**src/rtl/mnc_pkg.sv**
```systemverilog
package mnc_pkg;

    localparam int WORD_W      = 16;
    localparam int SYNC_HALVES = 6;
    localparam int SLOT_N      = SYNC_HALVES + 2 * (WORD_W + 1);

    typedef enum logic {
        BUS_A = 1'b0,
        BUS_B = 1'b1
    } bus_sel_e;

    typedef struct packed {
        logic [WORD_W-1:0] data;
        logic              cmd_sync;
        bus_sel_e          bus;
    } tx_req_t;

    // Odd parity over the data word: data plus parity carries an odd count of ones.
    function automatic logic odd_parity(input logic [WORD_W-1:0] d);
        return ~(^d);
    endfunction

    // Half-bit level sequence, first slot in the MSB.
    function automatic logic [SLOT_N-1:0] build_slots(input tx_req_t req);
        logic [SLOT_N-1:0] s;
        logic [WORD_W:0]   payload;
        s = '0;
        payload = {req.data, odd_parity(req.data)};
        for (int h = 0; h < SYNC_HALVES; h++) begin
            s[SLOT_N-1-h] = (h < SYNC_HALVES/2) ? req.cmd_sync : ~req.cmd_sync;
        end
        for (int b = 0; b <= WORD_W; b++) begin
            s[SLOT_N-1-SYNC_HALVES-2*b]     =  payload[WORD_W-b];
            s[SLOT_N-1-SYNC_HALVES-2*b-1]   = ~payload[WORD_W-b];
        end
        return s;
    endfunction

endpackage

```
**src/rtl/mnc_timebase.sv**
```systemverilog
module mnc_timebase #(
    parameter int HALF_CLKS = 6
) (
    input  logic clk,
    input  logic rst,
    input  logic run,
    input  logic restart,
    output logic half_tick
);
    localparam int CW = (HALF_CLKS > 1) ? $clog2(HALF_CLKS) : 1;

    logic [CW-1:0] cnt;

    always_ff @(posedge clk) begin
        if (rst || restart || !run) begin
            cnt <= '0;
        end else if (cnt == CW'(HALF_CLKS - 1)) begin
            cnt <= '0;
        end else begin
            cnt <= cnt + 1'b1;
        end
    end

    assign half_tick = run && (cnt == CW'(HALF_CLKS - 1));

    p_cnt_range_r1: assert property (@(posedge clk) disable iff (rst)
        cnt < CW'(HALF_CLKS));

    p_cnt_idle_zero_r1: assert property (@(posedge clk) disable iff (rst)
        !run |=> cnt == '0);

endmodule

```
**src/rtl/mnc_shifter.sv**
```systemverilog
module mnc_shifter
    import mnc_pkg::*;
(
    input  logic              clk,
    input  logic              rst,
    input  logic              load,
    input  logic [SLOT_N-1:0] slots_in,
    input  logic              half_tick,
    output logic              active,
    output logic              level
);
    localparam int SW = $clog2(SLOT_N);

    logic [SLOT_N-1:0] shreg;
    logic [SW-1:0]     slot;
    logic              last_slot;

    assign last_slot = (slot == SW'(SLOT_N - 1));

    always_ff @(posedge clk) begin
        if (rst) begin
            shreg  <= '0;
            slot   <= '0;
            active <= 1'b0;
        end else if (load && !active) begin
            shreg  <= slots_in;
            slot   <= '0;
            active <= 1'b1;
        end else if (active && half_tick) begin
            shreg <= {shreg[SLOT_N-2:0], 1'b0};
            if (last_slot) begin
                active <= 1'b0;
                slot   <= '0;
            end else begin
                slot <= slot + 1'b1;
            end
        end
    end

    assign level = shreg[SLOT_N-1];

    p_busy_hold_r8: assert property (@(posedge clk) disable iff (rst)
        active && !(half_tick && last_slot) |=> active);

    p_level_steady_r1: assert property (@(posedge clk) disable iff (rst)
        active && !half_tick |=> $stable(level));

    p_no_reload_r9: assert property (@(posedge clk) disable iff (rst)
        active && load && !half_tick |=> $stable(slot));

endmodule

```
**src/rtl/mnc_steer.sv**
```systemverilog
module mnc_steer
    import mnc_pkg::*;
(
    input  logic     clk,
    input  logic     rst,
    input  logic     load,
    input  bus_sel_e bus_in,
    input  logic     active,
    input  logic     level,
    output logic     a_pos,
    output logic     a_neg,
    output logic     b_pos,
    output logic     b_neg
);
    bus_sel_e bus_q;

    always_ff @(posedge clk) begin
        if (rst) begin
            bus_q <= BUS_A;
        end else if (load && !active) begin
            bus_q <= bus_in;
        end
    end

    always_comb begin
        a_pos = 1'b0;
        a_neg = 1'b0;
        b_pos = 1'b0;
        b_neg = 1'b0;
        if (active) begin
            if (bus_q == BUS_B) begin
                b_pos =  level;
                b_neg = ~level;
            end else begin
                a_pos =  level;
                a_neg = ~level;
            end
        end
    end

    p_bus_locked_r9: assert property (@(posedge clk) disable iff (rst)
        active |=> $stable(bus_q));

    p_one_drive_r6: assert property (@(posedge clk) disable iff (rst)
        active |-> $countones({a_pos, a_neg, b_pos, b_neg}) == 1);

    p_idle_quiet_r7: assert property (@(posedge clk) disable iff (rst)
        !active |-> {a_pos, a_neg, b_pos, b_neg} == 4'b0000);

endmodule

```
**src/rtl/mnc_word_encoder.sv**
```systemverilog
module mnc_word_encoder
    import mnc_pkg::*;
#(
    parameter int CLK_HZ = 12_000_000,
    parameter int BIT_HZ = 1_000_000
) (
    input  logic              clk,
    input  logic              rst,
    input  logic              wr_en,
    input  logic [WORD_W-1:0] wr_data,
    input  logic              wr_cmd_sync,
    input  logic              wr_bus_b,
    output logic              busy,
    output logic              bus_a_pos,
    output logic              bus_a_neg,
    output logic              bus_b_pos,
    output logic              bus_b_neg
);
    localparam int CLKS_PER_BIT = CLK_HZ / BIT_HZ;
    localparam int HALF_CLKS    = CLKS_PER_BIT / 2;

    tx_req_t           req;
    logic [SLOT_N-1:0] slots;
    logic              accept;
    logic              half_tick;
    logic              level;

    assign req.data     = wr_data;
    assign req.cmd_sync = wr_cmd_sync;
    assign req.bus      = wr_bus_b ? BUS_B : BUS_A;
    assign slots        = build_slots(req);
    assign accept       = wr_en && !busy;

    mnc_timebase #(
        .HALF_CLKS(HALF_CLKS)
    ) u_timebase (
        .clk      (clk),
        .rst      (rst),
        .run      (busy),
        .restart  (accept),
        .half_tick(half_tick)
    );

    mnc_shifter u_shifter (
        .clk      (clk),
        .rst      (rst),
        .load     (wr_en),
        .slots_in (slots),
        .half_tick(half_tick),
        .active   (busy),
        .level    (level)
    );

    mnc_steer u_steer (
        .clk   (clk),
        .rst   (rst),
        .load  (wr_en),
        .bus_in(req.bus),
        .active(busy),
        .level (level),
        .a_pos (bus_a_pos),
        .a_neg (bus_a_neg),
        .b_pos (bus_b_pos),
        .b_neg (bus_b_neg)
    );

    p_start_r8: assert property (@(posedge clk) disable iff (rst)
        accept |=> busy);

    p_reset_idle_r10: assert property (@(posedge clk)
        rst |=> !busy);

endmodule

```
**config.mk**
```make
export PLATFORM = sky130hd
export DESIGN_NAME = mnc_word_encoder
export DESIGN_NICKNAME = d
export VERILOG_FILES = /design/src/rtl/mnc_pkg.sv /design/src/rtl/mnc_timebase.sv /design/src/rtl/mnc_shifter.sv /design/src/rtl/mnc_steer.sv /design/src/rtl/mnc_word_encoder.sv
export SDC_FILE = /design/constraint.sdc
export NUM_CORES = 1
export LEC_CHECK = 0
export ABC_AREA = 1
export BUFFER_PORTS_ARGS = -buffer_cell sky130_fd_sc_hd__buf_2
export CAP_MARGIN = 15
export CORE_MARGIN = 1.5
export CORE_UTILIZATION = 40
export CTS_BUF_LIST = sky130_fd_sc_hd__clkbuf_8
export DETAILED_ROUTE_END_ITERATION = 6
export REMOVE_ABC_BUFFERS = 1
export SYNTH_ARGS = -nofsm -noshare
export SYNTH_HDL_FRONTEND = slang
export SYNTH_SLANG_ARGS = --single-unit
```
**constraint.sdc**
```tcl
create_clock -name clk -period 1.5 [get_ports clk]
set_input_delay 0.15 -clock clk [delete_from_list [all_inputs] [get_ports clk]]
set_output_delay 0.15 -clock clk [all_outputs]
set_load 0.03 [all_outputs]
```
**Word-level counts from Yosys, hierarchy flattened**

Index checks and enable logic that the tools add are counted.

- Bitwise operators: 19
- Eq/ne operators: 2
- $add $sub $neg: 2
- Reduce and logical (&&, ||, !) cells: 12
- Muxes and demuxes: 15

Operator list:

| operator | number |
|---|---|
| 40-bit two-way mux | 2 |
| 1-bit inverter | 19 |
| 16-bit parity | 1 |
| 1-bit two-way mux | 12 |
| 6-bit by 1-bit adder with 6-bit output (second input constant) | 1 |
| 6-bit == test (second input constant) | 1 |
| 6-bit two-way mux | 1 |
| 2-bit nonzero test | 2 |
| 2-bit OR reduction | 2 |
| 3-bit by 1-bit adder with 3-bit output (second input constant) | 1 |
| 3-bit == test (second input constant) | 1 |
| 1-bit logical AND | 3 |
| 1-bit logical OR | 2 |
| 2-bit AND reduction | 1 |
| 1-bit zero test | 1 |

- Output and inout port bits: 5
- Word-level logic and storage cells: 55
- Flip-flop bits (word level): 51

**Depth between registers and ports, before layout**

- Depth in word-level cells: 5
- Mapped depth: 12
- Mapped depth without buffers: 12

**Modules after synthesis**

A second synthesis with hierarchy kept.

- Cell total of the unflattened synthesis: 417
- Area total of the unflattened synthesis: 2,642.5 um^2

By module, submodules not included:

| module | area an instance (um^2) | times used | cells an instance |
|---|---|---|---|
| mnc_shifter | 1,965.6 | 1 | 270 |
| mnc_word_encoder | 446.7 | 1 | 114 |
| mnc_timebase | 143.9 | 1 | 19 |
| mnc_steer | 86.3 | 1 | 14 |

**Worst setup path before layout**

No wires, ideal clock.

- Path kind: register to output
- Start: register u_shifter.active
- End: output bus_a_pos
- Arrival: 1.362 ns
- Cell stages (with the launch flop): 3
- Path buffers: 0
- Path slack: -0.012 ns
- Path through: dfxtp_1 > inv_2 > nor3_1

- Longest elaborated chain between the ends: 1

RTL lines:

| item | RTL line | RTL |
|---|---|---|
| start, declared | mnc_shifter.sv:9 | `output logic active,` |
| start signal, assigned | mnc_shifter.sv:24 | `active <= 1'b0;` |
| start signal, assigned | mnc_shifter.sv:28 | `active <= 1'b1;` |
| start signal, assigned | mnc_shifter.sv:32 | `active <= 1'b0;` |
| 1-bit two-way mux | mnc_steer.sv:30 | `if (active) begin` |
| end, declared | mnc_word_encoder.sv:14 | `output logic bus_a_pos,` |

Every way passes these cells.

**Worst setup path in the final report**

- Start: register u_shifter.active
- End: register u_shifter.shreg[7]

- Longest elaborated chain between the ends: 3
- Elaborated cells on any way between the ends: 6

RTL lines:

| item | RTL line | RTL |
|---|---|---|
| 1-bit zero test / 1-bit logical AND (equally long branches) | mnc_shifter.sv:25, mnc_timebase.sv:24 |  |
| 1-bit logical AND (on tied branches) | mnc_shifter.sv:25, mnc_shifter.sv:29 |  |
| 40-bit two-way mux / 2-bit nonzero test (equally long branches) | n/a |  |
| end signal, assigned | mnc_shifter.sv:26 | `shreg <= slots_in;` |
| end signal, assigned | mnc_shifter.sv:30 | `shreg <= {shreg[SLOT_N-2:0], 1'b0};` |
| end, declared | mnc_shifter.sv:14 | `logic [SLOT_N-1:0] shreg;` |

Several ways; a longest one is shown, not always the timed one.
A chain may end at the register's enable or synchronous reset.

==> impl_results.md <==
- Synth Area per Inst: 7.09 sq um
- Synth Register Bits: 51
- Post-synth top area cell: dfxtp_1
- Netlist cell types: 30
- Actual slew at the worst max-slew pin: slightly above 0.4 ns
- Setup Skew: about 0.0033 ns
- Power density over cell area: between 900 and 1000 nW/um^2
- Critical-path cell with the highest stage delay: dfxtp_1
- Non-Filler Instances: approximately 450
- Buffers on Ports: 25
- Number of synthesized flops with an enable pin: 0
- Worst Hold Class: primary input to flop
- Syn Inst Count: 343
- DIE WIDTH: between 80 and 90 microns
- Layout cells sized above 1: 18.1%
- Pleak: about 1.2 nW
- Nets: roughly 400
- Drt via density: a little under 5
- Critical Path RT: between 1.5 and 2 ns
- Drt wl/cell: about 12 microns
- Area grow syn2layout: 17.3%
- Clock transition at path regs: 0.09 ns
- Final worst path period share: a little over nine tenths
- Filler cells: around 580
- Register area: ~1000 sq um
- Antenna violations before repair: 0
- Min Tclk post-route: approximately 1.4 ns
- DRC errors left: 0
- Arr. time, crit path: between 1.5 and 2 ns
- Share of the synthesized area in the top cell type: 42.0%
- H-tree Lvls: 2
- Synthesized area: 2430 sq um
- Slowest stage delay, CP: 0.37 ns
- CP Buf/Inv Count: 2
- Worst reg2reg path depth: 6
- Hold_ws: 0.110 ns
- Initial Utilization: approximately 41%
- Dpl cells: 435
- Status: complete, no violations
- Final Setup Violations: 0
- Area contributors post-synth: dfxtp_1, nand2_1, a21oi_1, o211ai_1, inv_1
- Placed cell area: about 2700 sq um
- Total CTS buffers: 5
- Initial DRT Pass Iterations: 4
- Detail Route Antenna Nets: 0
- Sink Count: 51
- CP Launch Point: u_shifter.active
- Worst r2r dst: u_shifter.shreg[7]
- Main flop type after synthesis: dfxtp_1
- Clock Tree Buf Depth: 2
- CORE AREA: between 5000 and 6000 sq um
- RSZ-0062 raised after global routing: true
- Tot GR Track Use: 16.5%
- # rows: 28
- Worst-path maximum fanout: 9
- Post-Place Worst Slack: 0.0167 ns
- Worst Setup Start Kind: flop
- Most common cell after layout, fill and taps aside: nand2_1
- Busiest grt layer: met2
- Die extent in y: about 81 microns
- I/O pin cnt: 26
- Final worst setup slack: roughly 0.055 ns
- CTS tree: yes
- Hpwl dp: ~3.5 mm
- Final wirelength: a little over 5 mm
- Root Buffer: clkbuf_8
- First-pass GRT wire length: about 8.6 mm
- Critical Path End Type: flop
- Crit-path leading delay family: simple AND/OR/NAND/NOR gates
- Final Instance Area: 2860 sq um
- Critical path depth: 6
- Critical Path, Cell by Cell: nor2_2 -> inv_1 -> buf_4 -> or2_2 -> o211ai_1 -> a21oi_1
- Routability-driven placement congestion ratio: 0.743
- Slew Limit Fails: 0
- VDD IR max: 0.506 mV
- Antenna diode count: 0
- Multi-input combinational cell area: roughly 1300 sq um
- M1 GR Usage: a little over a fifth
- Worst R2R Setup Slack: approximately 0.055 ns
- Crit Path Class: flop to flop
- Sequential area share after synthesis: between 40% and 50%
- # Max-Cap Violations: 0
- Synth Warn #: 0
- Reg-to-reg startpoint: u_shifter.active
- WHS Path Cells: 3
- Iter 0 DRT Violations: 84
- Number of global-route vias before repair: approximately 2000
- Most frequent cells in the layout: nand2_1, dfxtp_1, inv_1, a21oi_1, buf_2
- Rel. slew slack: between 70 and 80%
- Grt ovf: 0
- Ys async rst share: 0%
- DR vias: between 2000 and 2500
- FMAX: about 690 MHz
- Die area: roughly 6600 sq um
- Met2 Use GR: approximately 28%
- Grt met3 use: between 3 and 4%
- Worst setup endpoint: u_shifter.shreg[7]
- Final hold violation count: 0
- Worst-Skew Late Latency: between 0.2 and 0.3 ns
- Largest net degree at the start of global routing: 34
[synth_stat cells (2+ instances only)]
| cell type | instances |
|---|---|
| buf_4 | 3 |
| or2_2 | 5 |
| nand3_1 | 5 |
| a31oi_1 | 15 |
| nand2_1 | 123 |
| clkbuf_1 | 6 |
| dfxtp_1 | 51 |
| xor2_1 | 3 |
| o21ai_0 | 6 |
| ha_1 | 3 |
| inv_2 | 3 |
| inv_1 | 30 |
| nor3_1 | 6 |
| or2_1 | 2 |
| nor2_1 | 16 |
| buf_2 | 6 |
| a21oi_1 | 25 |
| o211ai_1 | 16 |
| a221oi_1 | 4 |
| xnor2_1 | 5 |
[stage by stage]
stage / total power [mW] / util (%) / setup TNS, ns
floorplan: 1.75 / - / -48.50
global placement: 1.90 / 45.2 / 0
detailed placement: 1.91 / 45.2 / 0
CTS: 2.63 / 46.4 / 0
global route: 2.77 / 48.5 / -0.0344
finish: 2.63 / 48.5 / 0
[routing by layer]
metal / wire [microns] / vias to the layer above
met3: 148 / 2
met4: 19 / 0
li1: - / 1167
met2: 2400 / 35
met1: 2630 / 1001
met5: 0 / -
[cells by family (layout without fill, tap and decap cells)]
kind of cell | after synthesis | count (layout) | synth area share [%]
flip-flops | 51 | 51 | 42.0
buffers and inverters | 50 | 77 | 8.79
adder cells (fa/ha/maj) | 3 | 3 | 1.54
AO/OA/AOI/OAI | 70 | 70 | 18.0
XOR/XNOR | 8 | 8 | 2.88
AND/OR/NAND/NOR | 161 | 161 | 26.8
[final cells by class]
cell class / count / share of cell area [%]
multi-input cells: 242 / 43.9
flip-flops and latches: 51 / 35.9
repair buffers: 38 / 9.82
inverters: 33 / 4.51
well taps: 75 / 3.29
clock buffers: 5 / 2.41
clock inverters: 1 / 0.131
[worst min-delay path by stage]
stage	from	end	slack [ns]
global placement	wr_en	u_shifter.active	0.41
floorplan	rst	u_shifter.shreg[0]	0.22
detailed placement	wr_en	u_shifter.active	0.41
finish	wr_en	u_shifter.active	0.11
global route	wr_en	u_shifter.active	0.12
CTS	wr_en	u_shifter.active	0.10
[power breakdown]
group | internal, mW | switching [mW] | total, mW
combinational | 0.176 | 0.263 | 0.439
sequential | 1.43 | 0.0375 | 1.46
clock | 0.306 | 0.421 | 0.727
[worst register-to-register path: cells and delay by family (launching register included)]
kind,cells,cell delay (ns)
DFF,1,0.37
buffers and inverters,2,0.30
and+or+nand+nor,2,0.49
AOI/OAI and AO/OA,2,0.17
[sequential cells by signal (all words and copies together), names as in the netlist]
signal	flops
u_shifter.shreg	40
u_timebase.cnt	3
u_shifter.active	1
u_shifter.slot	6
u_steer.bus_q	1
[repair_timing]
item                                    CTS  global route
endpoints found under the setup margin    0            37
hold buffers                              0             0
endpoints found under the hold margin     0             0
setup buffers                             0             4
gates resized for setup                   0            23
Note: power is estimated with default switching activity, not from simulation.
